===== src/rtl/sar_adc_pkg.sv =====
package sar_adc_pkg;
    typedef enum logic [1:0] {
        ST_IDLE = 2'd0,
        ST_LOAD = 2'd1,
        ST_CONV = 2'd2
    } seq_state_e;
endpackage


===== src/rtl/sar_tick_gen.sv =====
module sar_tick_gen #(
    parameter int DIV = 4
) (
    input  logic clk,
    input  logic rst_n,
    input  logic restart,
    output logic tick
);
    localparam int CW = (DIV > 1) ? $clog2(DIV) : 1;
    localparam logic [CW-1:0] LAST = CW'(DIV - 1);

    logic [CW-1:0] cnt_q;

    always_ff @(posedge clk or negedge rst_n) begin
        if (!rst_n) begin
            cnt_q <= '0;
        end else if (restart || cnt_q == LAST) begin
            cnt_q <= '0;
        end else begin
            cnt_q <= cnt_q + 1'b1;
        end
    end

    assign tick = (cnt_q == LAST) && !restart;

    generate
        if (DIV > 1) begin : g_gap_chk
            AST_TICK_GAP: assert property (@(posedge clk) disable iff (!rst_n)
                tick |=> !tick);
        end
    endgenerate
endmodule


===== src/rtl/sar_core_fsm.sv =====
module sar_core_fsm
    import sar_adc_pkg::*;
#(
    parameter int RES_BITS    = 8,
    parameter int SAMPLE_CLKS = 4
) (
    input  logic                clk,
    input  logic                rst_n,
    input  logic                tick,
    input  logic                start,
    input  logic                stop,
    input  logic                comp_in,
    output logic                samp_close,
    output logic [RES_BITS-1:0] dac_code,
    output logic                done_pulse,
    output logic [RES_BITS-1:0] result
);
    localparam int BI_W = (RES_BITS > 1) ? $clog2(RES_BITS) : 1;
    localparam int PH_W = $clog2(SAMPLE_CLKS + 1);
    localparam logic [PH_W-1:0]     PH_LAST = PH_W'(SAMPLE_CLKS - 1);
    localparam logic [BI_W-1:0]     BI_TOP  = BI_W'(RES_BITS - 1);
    localparam logic [RES_BITS-1:0] MSB_ONE = RES_BITS'(1) << (RES_BITS - 1);

    seq_state_e          st_q, st_d;
    logic [PH_W-1:0]     ph_q, ph_d;
    logic [BI_W-1:0]     bi_q, bi_d;
    logic [RES_BITS-1:0] sar_q, sar_d;
    logic [RES_BITS-1:0] cur_bit, next_bit, kept;

    assign cur_bit  = RES_BITS'(1) << bi_q;
    assign next_bit = cur_bit >> 1;
    assign kept     = comp_in ? sar_q : (sar_q & ~cur_bit);

    // next-state logic
    always_comb begin
        st_d       = st_q;
        ph_d       = ph_q;
        bi_d       = bi_q;
        sar_d      = sar_q;
        done_pulse = 1'b0;
        if (stop) begin
            st_d  = ST_IDLE;
            sar_d = '0;
        end else if (start) begin
            st_d  = ST_LOAD;
            ph_d  = '0;
            sar_d = '0;
        end else begin
            unique case (st_q)
                ST_IDLE: begin
                    st_d = ST_IDLE;
                end
                ST_LOAD: begin
                    if (tick) begin
                        if (ph_q == PH_LAST) begin
                            st_d  = ST_CONV;
                            bi_d  = BI_TOP;
                            sar_d = MSB_ONE;
                        end else begin
                            ph_d = ph_q + 1'b1;
                        end
                    end
                end
                ST_CONV: begin
                    if (tick) begin
                        if (bi_q == '0) begin
                            st_d       = ST_LOAD;
                            ph_d       = '0;
                            sar_d      = '0;
                            done_pulse = 1'b1;
                        end else begin
                            bi_d  = bi_q - 1'b1;
                            sar_d = kept | next_bit;
                        end
                    end
                end
                default: begin
                    st_d = ST_IDLE;
                end
            endcase
        end
    end

    // state register
    always_ff @(posedge clk or negedge rst_n) begin
        if (!rst_n) begin
            st_q  <= ST_IDLE;
            ph_q  <= '0;
            bi_q  <= '0;
            sar_q <= '0;
        end else begin
            st_q  <= st_d;
            ph_q  <= ph_d;
            bi_q  <= bi_d;
            sar_q <= sar_d;
        end
    end

    // outputs
    always_comb begin
        samp_close = (st_q == ST_LOAD);
        dac_code   = (st_q == ST_CONV) ? sar_q : '0;
        result     = kept;
    end

    AST_TRIAL_BIT: assert property (@(posedge clk) disable iff (!rst_n)
        (st_q == ST_CONV) |-> ((sar_q & cur_bit) != '0));
    AST_DONE_SPACED: assert property (@(posedge clk) disable iff (!rst_n)
        done_pulse |=> !done_pulse);
    AST_LOAD_AFTER_DONE: assert property (@(posedge clk) disable iff (!rst_n)
        done_pulse |=> samp_close);
endmodule


===== src/rtl/sar_ctrl_regs.sv =====
module sar_ctrl_regs #(
    parameter int RES_BITS = 8,
    parameter int CH_W     = 4
) (
    input  logic                clk,
    input  logic                rst_n,
    input  logic                ctrl_wr,
    input  logic [CH_W:0]       ctrl_wdata,
    input  logic                done_pulse,
    input  logic [RES_BITS-1:0] result,
    output logic                en_q,
    output logic [CH_W-1:0]     chan_q,
    output logic                done_q,
    output logic [RES_BITS-1:0] data_q
);
    always_ff @(posedge clk or negedge rst_n) begin
        if (!rst_n) begin
            en_q   <= 1'b0;
            chan_q <= '0;
            done_q <= 1'b0;
            data_q <= '0;
        end else if (ctrl_wr) begin
            en_q   <= ctrl_wdata[CH_W];
            chan_q <= ctrl_wdata[CH_W-1:0];
            done_q <= 1'b0;
        end else if (done_pulse) begin
            done_q <= 1'b1;
            data_q <= result;
        end
    end

    AST_WR_CLEARS_DONE: assert property (@(posedge clk) disable iff (!rst_n)
        ctrl_wr |=> !done_q);
    AST_DATA_HOLD: assert property (@(posedge clk) disable iff (!rst_n)
        !done_pulse |=> $stable(data_q));
    AST_DONE_STICKY: assert property (@(posedge clk) disable iff (!rst_n)
        (done_q && !ctrl_wr) |=> done_q);
endmodule


===== src/rtl/sar_adc_seq.sv =====
module sar_adc_seq #(
    parameter int DIV         = 4,
    parameter int SAMPLE_CLKS = 4,
    parameter int RES_BITS    = 8,
    parameter int CH_W        = 4
) (
    input  logic                clk,
    input  logic                rst_n,
    input  logic                ctrl_wr,
    input  logic [CH_W:0]       ctrl_wdata,
    output logic [CH_W+1:0]     ctrl_rdata,
    output logic [RES_BITS-1:0] data_rdata,
    input  logic                comp_in,
    output logic                samp_close,
    output logic [RES_BITS-1:0] dac_code,
    output logic [CH_W-1:0]     chan_sel
);
    logic                tick;
    logic                start, stop;
    logic                done_pulse;
    logic [RES_BITS-1:0] result;
    logic                en_q, done_q;
    logic [CH_W-1:0]     chan_q;

    assign start = ctrl_wr &&  ctrl_wdata[CH_W];
    assign stop  = ctrl_wr && !ctrl_wdata[CH_W];

    sar_tick_gen #(.DIV(DIV)) u_tick (
        .clk     (clk),
        .rst_n   (rst_n),
        .restart (ctrl_wr),
        .tick    (tick)
    );

    sar_core_fsm #(.RES_BITS(RES_BITS), .SAMPLE_CLKS(SAMPLE_CLKS)) u_core (
        .clk        (clk),
        .rst_n      (rst_n),
        .tick       (tick),
        .start      (start),
        .stop       (stop),
        .comp_in    (comp_in),
        .samp_close (samp_close),
        .dac_code   (dac_code),
        .done_pulse (done_pulse),
        .result     (result)
    );

    sar_ctrl_regs #(.RES_BITS(RES_BITS), .CH_W(CH_W)) u_regs (
        .clk        (clk),
        .rst_n      (rst_n),
        .ctrl_wr    (ctrl_wr),
        .ctrl_wdata (ctrl_wdata),
        .done_pulse (done_pulse),
        .result     (result),
        .en_q       (en_q),
        .chan_q     (chan_q),
        .done_q     (done_q),
        .data_q     (data_q_w)
    );

    logic [RES_BITS-1:0] data_q_w;

    assign ctrl_rdata = {done_q, en_q, chan_q};
    assign data_rdata = data_q_w;
    assign chan_sel   = chan_q;

    AST_IDLE_NO_DONE: assert property (@(posedge clk) disable iff (!rst_n)
        (!en_q && !ctrl_wr) |-> !done_pulse);
endmodule


===== config.mk =====
export PLATFORM = sky130hd
export DESIGN_NAME = sar_adc_seq
export DESIGN_NICKNAME = d
export VERILOG_FILES = /design/src/rtl/sar_adc_pkg.sv /design/src/rtl/sar_tick_gen.sv /design/src/rtl/sar_core_fsm.sv /design/src/rtl/sar_ctrl_regs.sv /design/src/rtl/sar_adc_seq.sv
export SDC_FILE = /design/constraint.sdc
export NUM_CORES = 1
export LEC_CHECK = 0
export ABC_AREA = 1
export BUFFER_PORTS_ARGS = -buffer_cell sky130_fd_sc_hd__clkbuf_2
export CAP_MARGIN = 20
export CORE_MARGIN = 3
export CORE_UTILIZATION = 55
export DETAILED_ROUTE_END_ITERATION = 10
export HOLD_SLACK_MARGIN = 0.03
export PLACE_DENSITY = 0.86
export SYNTH_ARGS = -nofsm -noshare
export SYNTH_HDL_FRONTEND = slang
export SYNTH_SLANG_ARGS = --single-unit

===== constraint.sdc =====
create_clock -name clk -period 2.05 [get_ports clk]
set_clock_uncertainty 0.1 [all_clocks]
set_input_delay 0.1025 -clock clk [delete_from_list [all_inputs] [get_ports clk]]
set_output_delay 0.1025 -clock clk [all_outputs]
set_load 0.01 [all_outputs]

## Word-level counts from Yosys, hierarchy flattened

Cells that the tools add are included.

- $add $sub $neg: 3
- Multipliers: 0
- Div/mod/pow operators: 0
- $lt $le $gt $ge: 0
- Equal/unequal tests: 16
- Shift-type cells: 1
- Multiplexer cells: 35
- Bitwise operators: 6
- Reductions and logical operators: 16

Operators by type and width:

| operator | number |
|---|---|
| $mux 8 | 8 |
| $mux 3 | 9 |
| $pmux 8 s2 | 1 |
| $mux 2 | 7 |
| $pmux 3 s2 | 2 |
| $and 8x8->8 | 1 |
| $ne 4x1->1 const B | 2 |
| $not 8->8 | 1 |
| $or 8x7->8 | 1 |
| $reduce_and 4->1 | 2 |
| $shl 1x3->8 const A | 1 |
| $mux 1 | 7 |
| $reduce_and 7->1 | 1 |
| $ne 3x3->1 const B | 2 |
| $reduce_and 6->1 | 1 |
| $eq 2x2->1 const B | 2 |
| $ne 2x1->1 const B | 2 |
| $ne 2x2->1 const B | 2 |
| $ne 4x3->1 const B | 1 |
| $ne 4x4->1 const B | 1 |
| $pmux 2 s2 | 1 |
| $reduce_bool 2->1 | 2 |
| $reduce_bool 4->1 | 1 |
| $add 3x1->3 const B | 1 |
| other kinds (13) | 18 |

- Bits in registers: 32
- Latch bits: 0
- Memory bits (writable): 0
- ROM bits: 0
- Input bits: 9
- Output and inout port bits: 27
- Word-level logic and storage cells: 86
- Memories: 0

## Depth between registers and ports, before layout

Gate-level depths: netlist of run 1.

- Depth in word-level cells: 10
- Depth in mapped cells: 9
- Depth with buffers taken out: 9

## By module

A second synthesis of run 1 with hierarchy kept.

- Cells, all modules: 247
- Area total of the unflattened synthesis: 1938.1 sq um

Modules (own cells, without submodules):

| module | instances | cells each | area each (sq um) | sequential area each (sq um) |
|---|---|---|---|---|
| sar_core_fsm | 1 | 168 | 1243.7 | 400.4 |
| sar_ctrl_regs | 1 | 59 | 543.0 | 350.3 |
| sar_tick_gen | 1 | 10 | 88.8 | 50.0 |
| sar_adc_seq | 1 | 10 | 62.6 | 0.0 |

## Worst setup path after synthesis of run 1

No wires, ideal clock.

- Path type: reg2reg
- From: register u_core.ph_q[0]
- To: register u_core.st_q[1]
- Library setup time: 0.119 ns
- Data arrival time: 1.346 ns
- Required time: 1.831 ns
- Setup slack: 0.486 ns
- Stages on the path, launching flop included: 10
- Clock period less this slack: 1.564 ns
- Cell sequence: dfrtp_1 > ha_1 > ha_1 > inv_1 > nand3_1 > nand2_1 > buf_2 > nor2_4 > nand3_1 > nand2_1

- Cells in the longest elaborated chain, start to end: 3

RTL lines:

| element | RTL line | text |
|---|---|---|
| start: declaration | sar_core_fsm.sv:25 | `logic [PH_W-1:0] ph_q, ph_d;` |
| start signal: assignment | sar_core_fsm.sv:93 | `ph_q <= ph_d;` |
| $eq 3x2->1 | sar_core_fsm.sv:55 | `if (ph_q == PH_LAST) begin` |
| $ne 4x1->1 (no source line) | -- |  |
| $reduce_and 4->1 (no source line) | -- |  |
| end signal: assignment | sar_core_fsm.sv:92 | `st_q <= st_d;` |
| end: declaration | sar_core_fsm.sv:24 | `seq_state_e st_q, st_d;` |

No other way between the ends.
A chain may end at the register's enable or synchronous reset.

## Worst setup path after layout of run 1

- From: register u_core.st_q[0]
- To: output port dac_code[2]

- Cells in the longest elaborated chain, start to end: 2

RTL lines:

| element | RTL line | text |
|---|---|---|
| $eq 2x2->1 | sar_core_fsm.sv:102 | `dac_code = (st_q == ST_CONV) ? sar_q : '0;` |
| $mux 8 | sar_core_fsm.sv:102 |  |
| end: declaration | sar_adc_seq.sv:15 | `output logic [RES_BITS-1:0] dac_code,` |

No other way between the ends.

==> impl_metrics.tcl, run 1 <==
set metrics [dict create \
    outcome "finished, final reports clean" \
    drt-total-wl_um 3899 \
    insertion_delay_ns 0.34 \
    rows 20 \
    min_period_over_period 0.8991 \
    synth_top_area_cell "dfrtp_1" \
    yosysTopAreaCellShare 0.4339 \
    hpwl_um 2779 \
    clk_pin_slew_ns 0.09 \
    antenna_found_initial 0 \
    leakage_nw 1.264 \
    syn2layout_area_growth_pct 18.71 \
    die-height_um 63.93 \
    fmaxAchievable_mhz 542.5 \
    hold_path_class "in -> reg" \
    holdBufCountCts 10 \
    root_buffer "clkbuf_4" \
    cp-end-kind "output port" \
    setup-violations-final 0 \
    crit_type "reg -> out" \
    synth_top_family_by_area "simple AND/OR/NAND/NOR gates" \
    yosysMostFrequentCell "nand2_1" \
    drc 0 \
    grtUsageMet3 0.06854 \
    ys_seq_area_frac 0.4339 \
    num_antenna_cells 0 \
    coreArea_um2 3128 \
    grt_max_degree 33 \
    grtUsageMet2 0.3290 \
    powerDensity_nw_per_um2 1062 \
    crit_fanout 9 \
    worst_pin_slew_ns 0.7692 \
    busiest_layer "met2" \
    grt_use_met1 0.2736 \
    cts_resized 0 \
    path_common_cell "inv_1" \
    drv_cap 0 \
    grtUsageTotal 0.2123 \
    clock_sinks 32 \
    maxSlewViolCount 0 \
    cp.arrival_ns 1.64 \
    initial_core_util 0.5900 \
    cts_buffers 5 \
    muxShareOfSynthArea 0 \
    synth-compound-area-share 0.09898 \
    synthAdderAreaFrac 0.07458 \
    synth.cell_area_um2 1846 \
    pin_count 36 \
    synth_commonest_cells "nand2_1, dfrtp_1, o21ai_0" \
    portBuffers 35 \
    final_nets 299 \
    path_cells "inv_1, ha_1, buf_4, nand2_1, inv_1, clkbuf_2" \
    gp_congestion 0.8789 \
    critical-path-top-delay-family "buffers and inverters" \
    syn_nets 257 \
    syn_area_per_cell_um2 7.787 \
    drt-initial-drc-count 125 \
    dieWidth_um 63.93 \
    fin_cells 324 \
    vias 1632 \
    grt_overflow 0 \
    synthSimpleGateAreaFrac 0.2888 \
    synth_area_leaders "dfrtp_1, nand2_1, ha_1" \
    worstSetupStartpointType "flop" \
    cts_setup_buffers 0 \
    ys_async_sr_fraction 1.000 \
    synth_edf_count 0 \
    viasPerCell 5.037 \
    ys.flop_type "dfrtp_1" \
    rsz0062_at_grt "false" \
    cp.required_ns 1.85 \
    setup-tns-final_ns 0 \
    drive_gt1_frac 0.2250 \
    grt_pass1_vias 1521 \
    netlist-cell-type-count 23 \
    min_period_ns 1.843 \
    cts_max_level 2 \
    wl_per_cell_um 12.03 \
    slew_headroom 0.4872 \
    dp.cells 306 \
    cts_buffer_depth 2 \
    ys_seq_elements 32 \
    fillers 237 \
    final-hold-violation-count 0 \
    drt_pass1_iterations 4 \
    grt_pass1_wl_um 6734 \
    ys_warn_count 0 \
    die_area_um2 4086 \
    crit_path_top_delay_cell "dfrtp_1" \
    ant_nets 0 \
    synth_xor_area_frac 0 \
    syn-instance-count 237 \
    cp.buffers_inverters 4 \
    crit_path_max_incr_delay_ns 0.42 \
    cts_tree "yes" \
    ir_drop_uv 682.6 \
]
-- stage by stage --
step / worst slack, ns / hold slack [ns] / cell area, um2 / power, mW / util
detailed placement: 0.3199 / 0.1129 / 1996 / 1.769 / 0.6380
global route: 0.05392 / 0.1289 / 2191 / 2.535 / 0.7004
floorplan: 0.4858 / -0.2931 / 1846 / 1.552 / -
CTS: 0.2200 / 0.1100 / 2191 / 2.326 / 0.7004
global placement: 0.3945 / 0.1102 / 1996 / 1.737 / 0.6380
finish: 0.2068 / 0.1121 / 2191 / 2.326 / 0.7004
-- registers in the layout, indices dropped and copies added (netlist names) --
name           count
u_core.ph_q        3
u_core.sar_q       8
u_regs.en_q        1
u_core.bi_q        3
u_regs.done_q      1
u_regs.data_q      8
u_core.st_q        2
u_regs.chan_q      4
u_tick.cnt_q       2
-- tightest hold or removal path: stages --
cell,delay [ns]
clkbuf_2,0.18
nand2_2,0.16
nand2_1,0.07
-- layer usage --
| layer | vias to the layer above | wire, um |
|---|---|---|
| met3 | 6 | 262 |
| met1 | 735 | 1772 |
| met5 | - | 0 |
| met4 | 0 | 42 |
| met2 | 62 | 1822 |
| li1 | 829 | - |
-- layout make-up --
class,count,area [um2],share of cell area
Inverter,27,103.9,0.04740
Sequential cell,32,800.8,0.3655
Multi-Input combinational cell,167,853.3,0.3895
Timing Repair Buffer,46,282.8,0.1291
Clock buffer,7,65.06,0.02970
Clock inverter,1,30.03,0.01371
Tap cell,44,55.05,0.02513
-- worst paths after layout --
| kind | from | to | slack, ns | cells past startpoint |
|---|---|---|---|---|
| max | u_core.st_q[0] | dac_code[2] | 0.21 | 6 |
| max reg2reg | u_core.ph_q[0] | u_core.sar_q[5] | 0.31 | 8 |
| max in group asynchronous | rst_n | u_core.sar_q[6] | 1.10 | 2 |
| min reg2reg | u_tick.cnt_q[0] | u_tick.cnt_q[0] | 0.34 | 1 |
| min in group asynchronous | rst_n | u_core.bi_q[0] | 0.25 | 2 |
| min | ctrl_wr | u_regs.en_q | 0.11 | 3 |
-- cells in the final DEF, fill, tap and decap left out, types with 5 or more instances in the layout --
cell | netlist | routed
clkbuf_4 | 0 | 5
nand3_1 | 18 | 18
dfrtp_1 | 32 | 32
nor2_1 | 13 | 13
nand2_1 | 75 | 75
inv_1 | 20 | 20
ha_1 | 11 | 11
dlygate4sd3_1 | 0 | 10
a21oi_1 | 8 | 8
o21ai_0 | 24 | 24
clkbuf_2 | 0 | 35
-- kinds of logic (layout without fill, tap and decap cells) --
kind of cell	count (synthesis)	after routing
buf+inv	38	81
simple gates	120	120
compound gates	36	36
flops	32	32
fa+ha+maj	11	11
-- power breakdown --
group	leakage, nW	total [mW]	internal (mW)	switching, mW
Clock	0.0515	0.540	0.324	0.216
Sequential	0.423	0.826	0.741	0.0841
Combinational	0.789	0.960	0.340	0.621
Total	1.26	2.33	1.40	0.921
Power figures use the tool's default switching activity.
==> run 2, diff against run 1 <==
--- a/config.mk
+++ b/config.mk
@@ -12,6 +12,7 @@
 export CORE_UTILIZATION = 55
 export DETAILED_ROUTE_END_ITERATION = 10
 export HOLD_SLACK_MARGIN = 0.03
+export MAX_ROUTING_LAYER = met4
 export PLACE_DENSITY = 0.86
 export SYNTH_ARGS = -nofsm -noshare
 export SYNTH_HDL_FRONTEND = slang
==> run 2 against run 1 <==
Die area stayed put. Core utilization stayed put. Design area unchanged. Wire length shrank 0.26%. Combinational power hardly changed. Hold slack is essentially flat. Global-route usage up 0.70 points. Non-clock buffer count did not move.
==> impl_metrics.tcl, run 2 (synthesis results as in run 1) <==
set metrics [dict create \
    worstSetupStartpointType "flop" \
    vias 1616 \
    drv_cap 0 \
    grt_pass1_wl_um 6741 \
    cp.arrival_ns 1.63 \
    gp_congestion 0.8935 \
    initial_core_util 0.5900 \
    setup-violations-final 0 \
    final_common_cell "nand2_1" \
    layout_common_cells "nand2_1, clkbuf_2, dfrtp_1, o21ai_0, inv_1" \
    sequentialPowerShare 0.355 \
    p_comb_frac 0.413 \
    cp.required_ns 1.85 \
    die-height_um 63.93 \
    ir_drop_uv 683.5 \
    grtUsageTotal 0.2194 \
    ant_nets 0 \
    viasPerCell 4.988 \
    final_nets 299 \
    drt-initial-drc-count 163 \
    rows 20 \
    power_mw 2.326 \
    die_area_um2 4086 \
    coreArea_um2 3128 \
    cts_buffer_depth 2 \
    cp-end-kind "output port" \
    clock_sinks 32 \
    grt_max_degree 33 \
    powerDensity_nw_per_um2 1062 \
    clk_pin_slew_ns 0.09 \
    top_regs "u_core.sar_q: 8 flops, u_regs.data_q: 8 flops, u_regs.chan_q: 4 flops" \
    power.switching_uw 920.6 \
    cts_tree "yes" \
    portBuffers 35 \
    clockPowerShare 0.232 \
    fmaxAchievable_mhz 545.4 \
    pin_count 36 \
    setup-tns-final_ns 0 \
    cts_max_level 2 \
    drt_pass1_iterations 5 \
    grt_overflow 0 \
    antenna_found_initial 0 \
    grt_pass1_vias 1522 \
    slew_headroom 0.4835 \
    switching_share 0.3958 \
    dieWidth_um 63.93 \
    leakage_nw 1.264 \
    root_buffer "clkbuf_4" \
    worst_pin_slew_ns 0.7747 \
    min_period_ns 1.833 \
    drt-total-wl_um 3889 \
    drive_gt1_frac 0.2250 \
    final-hold-violation-count 0 \
    internal_power_mw 1.405 \
    cts_buffers 5 \
    syn2layout_area_growth_pct 18.71 \
    crit_fanout 9 \
    rsz0062_at_grt "false" \
    drc 0 \
    insertion_delay_ns 0.34 \
    multi_input_area_um2 853.3 \
    outcome "finished, final reports clean" \
    maxSlewViolCount 0 \
    hpwl_um 2779 \
    num_antenna_cells 0 \
    fillers 237 \
    crit_type "reg -> out" \
    hold_path_class "in -> reg" \
    regArea_um2 800.8 \
    cts_resized 0 \
    min_period_over_period 0.8944 \
    wl_per_cell_um 12.00 \
]
run 2: timing repair:
| action | CTS | global route |
|---|---|---|
| setup buffers | 0 | 0 |
| endpoints found under the hold margin | 37 | 0 |
| hold buffers | 10 | 0 |
run 2: worst max-delay path: stages (launching register included):
cell,delay [ns]
dfrtp_1,0.41
inv_1,0.08
ha_1,0.32
buf_4,0.24
nand2_1,0.07
inv_1,0.06
clkbuf_2,0.12
run 2: area by class of cell:
class | instances | area share
timing repair buffer | 46 | 0.1291
sequential | 32 | 0.3655
multi-input combinational | 167 | 0.3895
clock buffer | 7 | 0.02970
inverter | 27 | 0.04740
tap | 44 | 0.02513
clock inverter | 1 | 0.01371
run 2: through the flow:
step                  util  std cells  worst slack (ns)  area (um2)  hold slack, ns
global placement    0.6380        306            0.3945        1996          0.1102
floorplan                -        237            0.4858        1846         -0.2931
detailed placement  0.6380        306            0.3199        1996          0.1129
CTS                 0.7004        324            0.2200        2191          0.1100
global route        0.7004        324           0.05394        2191          0.1289
finish              0.7004        324            0.2165        2191          0.1126
run 2: power by group through the flow:
stage / combinational [mW] / sequential (mW) / clock (mW)
after global placement: 0.907 / 0.830 / 0
after detailed placement: 0.933 / 0.836 / 0
after CTS: 0.959 / 0.824 / 0.543
after global routing: 1.11 / 0.841 / 0.588
final: 0.961 / 0.825 / 0.539
after floorplan: 0.724 / 0.828 / 0
run 2: final timing paths:
kind                       cells past startpoint         endpoint  slack [ns]       startpoint
setup / recovery                               6      dac_code[2]        0.22   u_core.st_q[0]
hold / removal                                 3      u_regs.en_q        0.11          ctrl_wr
setup reg to reg                               8  u_core.sar_q[5]        0.31   u_core.ph_q[0]
hold reg to reg                                1  u_tick.cnt_q[0]        0.34  u_tick.cnt_q[0]
max in group asynchronous                      2  u_core.sar_q[6]        1.09            rst_n
min in group asynchronous                      2   u_core.bi_q[0]        0.26            rst_n
run 2: metal layers:
layer	GRT usage	wire [um]	vias up
met1	0.2793	1743	717
met3	0.06854	269	9
met5	-	0	-
met2	0.3265	1814	64
met4	0.08356	61	0
li1	-	-	826
